$ cat src/rtl/ctl_alias_pkg.sv
package ctl_alias_pkg;

   typedef enum logic [1:0] {
      ALIAS_PLAIN  = 2'd0,
      ALIAS_SET    = 2'd1,
      ALIAS_CLR    = 2'd2,
      ALIAS_MIRROR = 2'd3
   } alias_e;

   localparam int REG_MAIN  = 0;
   localparam int REG_AUX   = 1;
   localparam int REG_SYNC  = 2;

   localparam int RUN_BIT   = 0;
   localparam int DOT_BIT   = 1;
   localparam int FLUSH_BIT = 0;
   localparam int SYNC_BIT  = 0;

endpackage

$ cat src/rtl/ctl_alias_merge.sv
module ctl_alias_merge
   import ctl_alias_pkg::*;
#(
   parameter int DATA_W = 32
) (
   input  alias_e              kind_i,
   input  logic [DATA_W-1:0]   cur_i,
   input  logic [DATA_W-1:0]   wdata_i,
   output logic [DATA_W-1:0]   nxt_o
);

   always_comb begin
      unique case (kind_i)
         ALIAS_PLAIN: nxt_o = wdata_i;
         ALIAS_SET:   nxt_o = cur_i | wdata_i;
         ALIAS_CLR:   nxt_o = cur_i & ~wdata_i;
         default:     nxt_o = cur_i;
      endcase
   end

endmodule

$ cat src/rtl/ctl_alias_settle.sv
module ctl_alias_settle #(
   parameter int SETTLE_CYC = 4
) (
   input  logic clk,
   input  logic rst_n,
   input  logic force_set,
   input  logic start_clr,
   output logic bit_o,
   output logic req_o,
   output logic pend_o
);

   localparam int CW = (SETTLE_CYC > 1) ? $clog2(SETTLE_CYC) : 1;
   localparam logic [CW-1:0] LOAD = CW'(SETTLE_CYC - 1);

   logic          bit_q;
   logic          pend_q;
   logic [CW-1:0] cnt_q;

   if (SETTLE_CYC < 1) begin : g_bad_settle
      $error("ctl_alias_settle: SETTLE_CYC must be at least 1");
   end

   always_ff @(posedge clk or negedge rst_n) begin
      if (!rst_n) begin
         bit_q  <= 1'b1;
         pend_q <= 1'b0;
         cnt_q  <= '0;
      end else if (force_set) begin
         bit_q  <= 1'b1;
         pend_q <= 1'b0;
         cnt_q  <= '0;
      end else if (pend_q) begin
         if (cnt_q == '0) begin
            bit_q  <= 1'b0;
            pend_q <= 1'b0;
         end else begin
            cnt_q <= cnt_q - 1'b1;
         end
      end else if (start_clr && bit_q) begin
         pend_q <= 1'b1;
         cnt_q  <= LOAD;
      end
   end

   assign bit_o  = bit_q;
   assign pend_o = pend_q;
   assign req_o  = bit_q & ~pend_q;

endmodule

$ cat src/rtl/ctl_alias_drain.sv
module ctl_alias_drain (
   input  logic clk,
   input  logic rst_n,
   input  logic flush,
   input  logic set_req,
   input  logic stop_req,
   input  logic drain_done,
   output logic run_o,
   output logic pend_o
);

   logic run_q;
   logic pend_q;

   always_ff @(posedge clk or negedge rst_n) begin
      if (!rst_n) begin
         run_q  <= 1'b0;
         pend_q <= 1'b0;
      end else if (flush) begin
         run_q  <= 1'b0;
         pend_q <= 1'b0;
      end else if (pend_q) begin
         if (drain_done) begin
            run_q  <= 1'b0;
            pend_q <= 1'b0;
         end
      end else if (run_q) begin
         if (stop_req) pend_q <= 1'b1;
      end else if (set_req) begin
         run_q <= 1'b1;
      end
   end

   assign run_o  = run_q;
   assign pend_o = pend_q;

endmodule

$ cat src/rtl/ctl_alias_regs.sv
module ctl_alias_regs
   import ctl_alias_pkg::*;
#(
   parameter int DATA_W     = 32,
   parameter int ADDR_W     = 5,
   parameter int NUM_REGS   = 4,
   parameter int SETTLE_CYC = 4
) (
   input  logic              clk,
   input  logic              rst_n,
   input  logic              bus_wr,
   input  logic [ADDR_W-1:0] bus_addr,
   input  logic [DATA_W-1:0] bus_wdata,
   output logic [DATA_W-1:0] bus_rdata,
   input  logic              drain_done,
   output logic              soft_reset_o,
   output logic              clk_gate_o,
   output logic              run_o,
   output logic              dotclk_o,
   output logic              sync_en_o,
   output logic              fifo_flush_o
);

   localparam int IDX_W    = ADDR_W - 2;
   localparam int SRST_BIT = DATA_W - 1;
   localparam int GATE_BIT = DATA_W - 2;
   localparam logic [DATA_W-1:0] GEN_MASK =
      ~((DATA_W'(1) << SRST_BIT) | (DATA_W'(1) << GATE_BIT) | (DATA_W'(1) << RUN_BIT));

   if (DATA_W < 32) begin : g_bad_width
      $error("ctl_alias_regs: DATA_W must be at least 32");
   end
   if (NUM_REGS < 3) begin : g_bad_count
      $error("ctl_alias_regs: NUM_REGS must be at least 3");
   end
   if (ADDR_W < 3 || NUM_REGS > (1 << (ADDR_W - 2))) begin : g_bad_addr
      $error("ctl_alias_regs: ADDR_W too small for NUM_REGS");
   end

   logic [IDX_W-1:0] idx;
   alias_e           kind;
   assign idx  = bus_addr[ADDR_W-1:2];
   assign kind = alias_e'(bus_addr[1:0]);

   logic [DATA_W-1:0]                 reg_q   [NUM_REGS];
   logic [DATA_W-1:0]                 rd_view [NUM_REGS];
   logic [DATA_W-1:0]                 mrg_cur [NUM_REGS];
   logic [NUM_REGS-1:0][DATA_W-1:0]   nxt_all;
   logic [NUM_REGS-1:0]               hit;

   logic srst_q, srst_req, srst_pend;
   logic gate_q, gate_req, gate_pend;
   logic run_q, drain_pend;

   // Per-register alias decode and merge
   for (genvar gi = 0; gi < NUM_REGS; gi++) begin : g_reg
      assign hit[gi] = bus_wr && (kind != ALIAS_MIRROR) && (idx == IDX_W'(gi));

      ctl_alias_merge #(.DATA_W(DATA_W)) u_merge (
         .kind_i  (kind),
         .cur_i   (mrg_cur[gi]),
         .wdata_i (bus_wdata),
         .nxt_o   (nxt_all[gi])
      );
   end

   logic [DATA_W-1:0] main_nxt;
   logic              main_hit;
   assign main_nxt = nxt_all[REG_MAIN];
   assign main_hit = hit[REG_MAIN];

   // Soft reset: set at once, release after settle
   logic srst_set, srst_clr, held;
   assign srst_set = main_hit &&  main_nxt[SRST_BIT];
   assign srst_clr = main_hit && !main_nxt[SRST_BIT];
   assign held     = srst_q || srst_set;

   ctl_alias_settle #(.SETTLE_CYC(SETTLE_CYC)) u_srst (
      .clk       (clk),
      .rst_n     (rst_n),
      .force_set (srst_set),
      .start_clr (srst_clr),
      .bit_o     (srst_q),
      .req_o     (srst_req),
      .pend_o    (srst_pend)
   );

   // Clock gate: forced while soft reset holds, release after settle
   logic gate_set, gate_clr;
   assign gate_set = held || (main_hit && main_nxt[GATE_BIT]);
   assign gate_clr = main_hit && !main_nxt[GATE_BIT] && !held;

   ctl_alias_settle #(.SETTLE_CYC(SETTLE_CYC)) u_gate (
      .clk       (clk),
      .rst_n     (rst_n),
      .force_set (gate_set),
      .start_clr (gate_clr),
      .bit_o     (gate_q),
      .req_o     (gate_req),
      .pend_o    (gate_pend)
   );

   // Run bit with deferred stop
   logic sync_q, run_set, run_stop;
   assign sync_q   = reg_q[REG_SYNC][SYNC_BIT];
   assign run_set  = main_hit && !held && main_nxt[RUN_BIT] && sync_q;
   assign run_stop = main_hit && !held && (!main_nxt[RUN_BIT] || !main_nxt[DOT_BIT]);

   ctl_alias_drain u_drain (
      .clk        (clk),
      .rst_n      (rst_n),
      .flush      (held),
      .set_req    (run_set),
      .stop_req   (run_stop),
      .drain_done (drain_done),
      .run_o      (run_q),
      .pend_o     (drain_pend)
   );

   // Stored bits
   always_ff @(posedge clk or negedge rst_n) begin
      if (!rst_n) begin
         for (int i = 0; i < NUM_REGS; i++) reg_q[i] <= '0;
      end else begin
         for (int i = 0; i < NUM_REGS; i++) begin
            if (held) begin
               reg_q[i] <= '0;
            end else if (hit[i]) begin
               if (i == REG_MAIN) reg_q[i] <= nxt_all[i] & GEN_MASK;
               else               reg_q[i] <= nxt_all[i];
            end
         end
      end
   end

   // Read view and merge base (pending releases merge as already cleared)
   always_comb begin
      for (int i = 0; i < NUM_REGS; i++) begin
         rd_view[i] = reg_q[i];
         mrg_cur[i] = reg_q[i];
      end
      rd_view[REG_MAIN][SRST_BIT] = srst_q;
      rd_view[REG_MAIN][GATE_BIT] = gate_q;
      rd_view[REG_MAIN][RUN_BIT]  = run_q;
      mrg_cur[REG_MAIN][SRST_BIT] = srst_req;
      mrg_cur[REG_MAIN][GATE_BIT] = gate_req;
      mrg_cur[REG_MAIN][RUN_BIT]  = run_q;
   end

   always_comb begin
      bus_rdata = '0;
      for (int i = 0; i < NUM_REGS; i++) begin
         if (idx == IDX_W'(i)) bus_rdata = rd_view[i];
      end
   end

   assign soft_reset_o = srst_q;
   assign clk_gate_o   = gate_q;
   assign run_o        = run_q;
   assign dotclk_o     = reg_q[REG_MAIN][DOT_BIT];
   assign sync_en_o    = sync_q;
   assign fifo_flush_o = reg_q[REG_AUX][FLUSH_BIT];

endmodule

$ cat config.mk
export PLATFORM = sky130hd
export DESIGN_NAME = ctl_alias_regs
export DESIGN_NICKNAME = d
export VERILOG_FILES = /design/src/rtl/ctl_alias_pkg.sv /design/src/rtl/ctl_alias_merge.sv /design/src/rtl/ctl_alias_settle.sv /design/src/rtl/ctl_alias_drain.sv /design/src/rtl/ctl_alias_regs.sv
export SDC_FILE = /design/constraint.sdc
export NUM_CORES = 1
export LEC_CHECK = 0
export CAP_MARGIN = 20
export CORE_UTILIZATION = 60
export CTS_CLUSTER_DIAMETER = 120
export CTS_CLUSTER_SIZE = 20
export DETAILED_ROUTE_END_ITERATION = 12
export PLACE_DENSITY = 0.84
export SETUP_SLACK_MARGIN = 0.02
export SLEW_MARGIN = 40
export SYNTH_ARGS = -nofsm -noshare
export SYNTH_HDL_FRONTEND = slang
export SYNTH_SLANG_ARGS = --single-unit
$ cat constraint.sdc
create_clock -name clk -period 6.1 [get_ports clk]
set_input_delay 1.22 -clock clk [delete_from_list [all_inputs] [get_ports clk]]
set_output_delay 1.22 -clock clk [all_outputs]
set_load 0.02 [all_outputs]
Word-level counts from Yosys, hierarchy flattened. Index checks and enable logic that the tools add are counted.

Input port bits: 41. Word-level logic and storage cells: 132. Register bits: 136.

Muxes and demuxes: 48. $add $sub $neg: 2. Equality and inequality tests: 9. Bitwise operators: 13. Reduce and logical (&&, ||, !) cells: 47.

Operators by type and width (count): 32-bit one-hot mux with 3 select lines (4); 32-bit two-way mux (10); 32-bit bitwise AND (4); 32-bit OR (4); 30-bit two-way mux (2); 32-bit inverter (1); 1-bit two-way mux (24); 1-bit logical AND (16); 2-bit two-way mux (8); 2-bit AND reduction (8); 2-bit nonzero test (8); 3-bit != test, second input constant (3); 3-bit by 2-bit == test with 1-bit output, second input constant (2); 2-bit logical NOT (3); 3-bit nonzero test (2); 1-bit logical NOT (5); 4-bit nonzero test (1); 2-bit by 1-bit subtractor with 2-bit output, second input constant (2); 3-bit by 1-bit == test with 1-bit output, second input constant (1); 3-bit logical NOT (1); 1-bit logical OR (3); 1-bit bitwise AND (2); 2-bit by 1-bit == test with 1-bit output, second input constant (1); 2-bit == test, second input constant (1); 2 further kinds (3).

Logic depth before layout (Yosys ltp).
Depth after elaboration: 14. Gate-level depth with buffers: 9.

By module. From an unflattened synthesis, not the netlist that was laid out.

Cells, all modules: 1321. Area, all modules: 11135.7 µm².

By module, submodules not included: ctl_alias_regs (cells an instance 725, area an instance 7354.6 µm², seq. area each 3128.0 µm², times used 1); ctl_alias_merge (cells an instance 138, area an instance 827.0 µm², seq. area each 0.0 µm², times used 4); ctl_alias_settle (cells an instance 18, area an instance 192.7 µm², seq. area each 101.3 µm², times used 2); ctl_alias_drain (cells an instance 8, area an instance 87.6 µm², seq. area each 50.0 µm², times used 1).

Worst setup path after synthesis. OpenSTA, ideal clock, no wires.

Path kind: input to output. Start point: input port bus_addr[3]. End point: output port bus_rdata[10]. Path buffers: 2. Data arrival time: 2.575 ns. Stages on the path: 4. Setup slack: 2.305 ns. Cells stage by stage: clkbuf_1 > buf_2 > mux4_2 > nor2b_1.

Cells in the longest elaborated chain, start to end: 5. Elaborated cells on any way between the ends: 8.

RTL lines: start, declared (RTL line ctl_alias_regs.sv:12) `input logic [ADDR_W-1:0] bus_addr,`; 3-bit logical NOT (RTL line ctl_alias_regs.sv:153) `if (idx == IDX_W'(i)) bus_rdata = rd_view[i];`; 32-bit two-way mux (3 in series) (RTL line ctl_alias_regs.sv:153); 32-bit two-way mux (*) (RTL line ctl_alias_regs.sv:153); end, declared (RTL line ctl_alias_regs.sv:14) `output logic [DATA_W-1:0] bus_rdata,`.

Every way passes the cells marked *; elsewhere a longest branch is shown, timed or not.

Worst setup path after layout.
Start point: input port bus_addr[3]. End point: output port bus_rdata[17].

The elaborated chain is that of the path after synthesis.

==> results.py <==
metrics = {
    "drt": {
        "ant_nets": 0,
        "wire_per_inst_microns": 21.5,
        "drc_errors": 0,
        "dr.pass1.iters": 5,
        "vias": 6195,
        "routed_via_density": 6.79,
        "drt_wl_total_microns": 19600,
        "drtIter0Drc": 581,
    },
    "critical_path": {
        "setup.worst_path.end_class": "primary output",
        "worstSetupPathType": "input port to primary output",
        "cp_max_fo": 29,
        "reg2reg_from": "u_srst.bit_o$_DFFE_PN1P_",
        "slowest_stage": "clkdlybuf4s50_1",
        "worstRegToRegCells": 4,
        "crit_top_cell": "buf_4",
        "crit_family": "buffers and inverters",
        "start_kind": "input port",
        "cp_num_buf_inv": 3,
        "slowest_delay_ps": 540,
        "cp_data_required_time_ps": 4880,
        "worstPathArrival_ps": 3250,
        "cp_cell_sequence": "buf_4 -> buf_4 -> mux4_2 -> nor2b_1 -> clkdlybuf4s50_1",
        "r2r_slack_ps": 4200,
        "timing.rr.end": "mrg_cur[53]$_DFFE_PN0P_",
    },
    "min_path": {
        "whs_endpoint": "mrg_cur[119]$_DFFE_PN0P_",
        "hold_depth": 1,
        "hold_class": "register to register",
        "min_from": "mrg_cur[119]$_DFFE_PN0P_",
    },
    "cells_and_area": {
        "drive_gt1_share_pct": 22.1,
        "fin_util_pct": 73.9,
        "n_antenna_cell": 0,
        "syn_to_final_growth_pct": 18.0,
        "num-nets-final": 782,
    },
    "power": {
        "p_per_area_nw_per_um2": 302,
        "ir_drop_mv": 0.223,
        "p_leak_nw": 3.59,
        "power.total_w": 0.00273,
    },
    "sta": {
        "slew_viol_final": 0,
        "worst_pin_slew_ps": 818,
        "slew_headroom_pct": 45.5,
        "final-setup-viol-count": 0,
        "min_period_ps": 4470,
        "finalHoldViolations": 0,
        "fmax_ghz": 0.224,
        "period_share_pct": 73.3,
        "setup_tns_ps": 0,
        "rsz0062_at_grt": "no",
        "finalClockSkew_ps": 2.96,
    },
    "clock_tree": {
        "cts_inserted_buffers": 17,
        "cts_buffer_depth": 2,
        "cts_root_buffer": "clkbuf_16",
        "htree_levels": 4,
        "clock_sinks": 135,
        "path_clk_slew_ps": 50,
        "cts_tree": "done",
        "cts_hold_buf": 0,
        "postCtsSetupBuffers": 0,
        "cts_resized": 0,
        "clock_latency_ps": 420,
    },
    "logic_synthesis": {
        "synth_nets": 733,
        "synthFlopType": "dfrtp_1",
        "syn_inst": 686,
        "synthTopCellsByArea": "dfrtp_1, mux4_2, a21oi_1",
        "synth_edf_count": 0,
        "ys_seq_elements": 135,
        "yosysMostFrequentCell": "dfrtp_1",
        "synthArstFlopShare_pct": 100,
        "netlist_area_sq_um": 7650,
        "yosysWarnings": 0,
        "synth_common_cells": "dfrtp_1, a21oi_1, a211oi_1",
        "ys_types": 47,
        "yosysTopAreaCellShare_pct": 43.5,
        "syn_avg_cell_area_sq_um": 11.1,
        "synth-seq-area-share_pct": 44.2,
        "yosys.area.top_type": "dfrtp_1",
    },
    "floorplan": {
        "pin_count": 79,
        "die_h_microns": 115,
        "fp.dieW_microns": 115,
        "rows": 40,
        "dieArea_sq_um": 13200,
        "initial_core_util_pct": 62.6,
        "fp.coreArea_sq_um": 12200,
    },
    "placed_design": {
        "portBuffers": 78,
        "place.gp.congestion": 0.855,
        "dp_hpwl_microns": 11700,
    },
    "global_routing": {
        "grt_start_max_net_pins": 80,
        "antenna_found_initial": 1,
        "grt_pass1_wl_microns": 31400,
        "grt_pass1_vias": 6246,
        "overflow": 0,
        "grt_use_total_pct": 31.1,
    },
    "run": {
        "cap_viol_max_count": 0,
    },
    "run_status": {
        "status": "finished clean",
    },
}
[worst max-delay path by stage]
stage,from,endpoint,slack (ps),cells after the start
finish,bus_addr[3],bus_rdata[17],1630,5
global route,bus_addr[3],bus_rdata[11],1530,5
CTS,bus_addr[4],bus_rdata[10],1570,4
detailed placement,bus_addr[4],bus_rdata[10],1560,4
global placement,bus_addr[3],bus_rdata[5],1290,5
floorplan,bus_addr[3],bus_rdata[10],2310,4
[per-layer routing]
metal | track usage [%] | vias to the layer above | share of wire [%]
met2 | 53.0 | 315 | 51
met3 | 6.91 | 51 | 7.3
met5 | 0 | - | 0
met4 | 12.6 | 0 | 2.2
met1 | 38.7 | 3120 | 40
li1 | - | 2709 | -
[layout make-up]
cell class / instances / area (sq um)
flip-flops and latches: 135 / 3380
multi-input cells: 449 / 3820
well taps: 168 / 210
repair buffers: 95 / 936
clock buffers: 26 / 529
inverters: 37 / 139
clock inverters: 3 / 15.0
fillers: 838 / 3180
[state kept, by name, summed over array words and instances (netlist names)]
signal	flops
u_srst.cnt_q	2
sync_en_o	1
u_srst.bit_o	1
fifo_flush_o	1
u_gate.cnt_q	2
u_drain.run_o	1
u_drain.pend_o	1
u_srst.pend_o	1
dotclk_o	1
mrg_cur	122
u_gate.pend_o	1
u_gate.bit_o	1
[kinds of logic (layout without fill, tap and decap cells)]
group                      Yosys count  count (layout)  synth area share, %
AOI/OAI and AO/OA                  307             307                 28.6
DFF                                135             135                 44.2
buffers and inverters              102             161                 6.51
and+or+nand+nor                     75              75                 6.05
muxes                               61              61                 13.7
adders and majority gates            6               6                0.981
[stage by stage]
step / std cells / worst slack (ps) / hold slack [ps] / area, sq um
global placement: 883 / 1290 / 478 / 8440
floorplan: 686 / 2310 / 461 / 7650
global route: 913 / 1530 / 511 / 9030
finish: 913 / 1630 / 499 / 9030
detailed placement: 883 / 1560 / 480 / 8460
CTS: 912 / 1570 / 501 / 9000
[cell usage in the layout, fill, tap and decap left out, types with 4 or more instances in the layout]
master           count
dfrtp_1            133
a21oi_1            131
clkdlybuf4s50_1     74
a211oi_1            58
a211oi_2            41
nor2b_1             40
inv_1               37
mux4_2              32
mux2_2              29
a22o_1              28
o21ai_1             20
clkbuf_16           17
buf_4               16
nand2_1              9
o21ai_0              8
clkbuf_8             7
nand2b_1             5
o22ai_1              5
nor2_1               4
ha_1                 4
[power by group]
| part | total, W | switching [W] | internal (W) |
|---|---|---|---|
| registers | 0.00104 | 0.0000562 | 0.000983 |
| logic | 0.000742 | 0.000474 | 0.000268 |
| clock network | 0.000945 | 0.000359 | 0.000586 |
No activity file was read; power rests on OpenSTA's default activity.
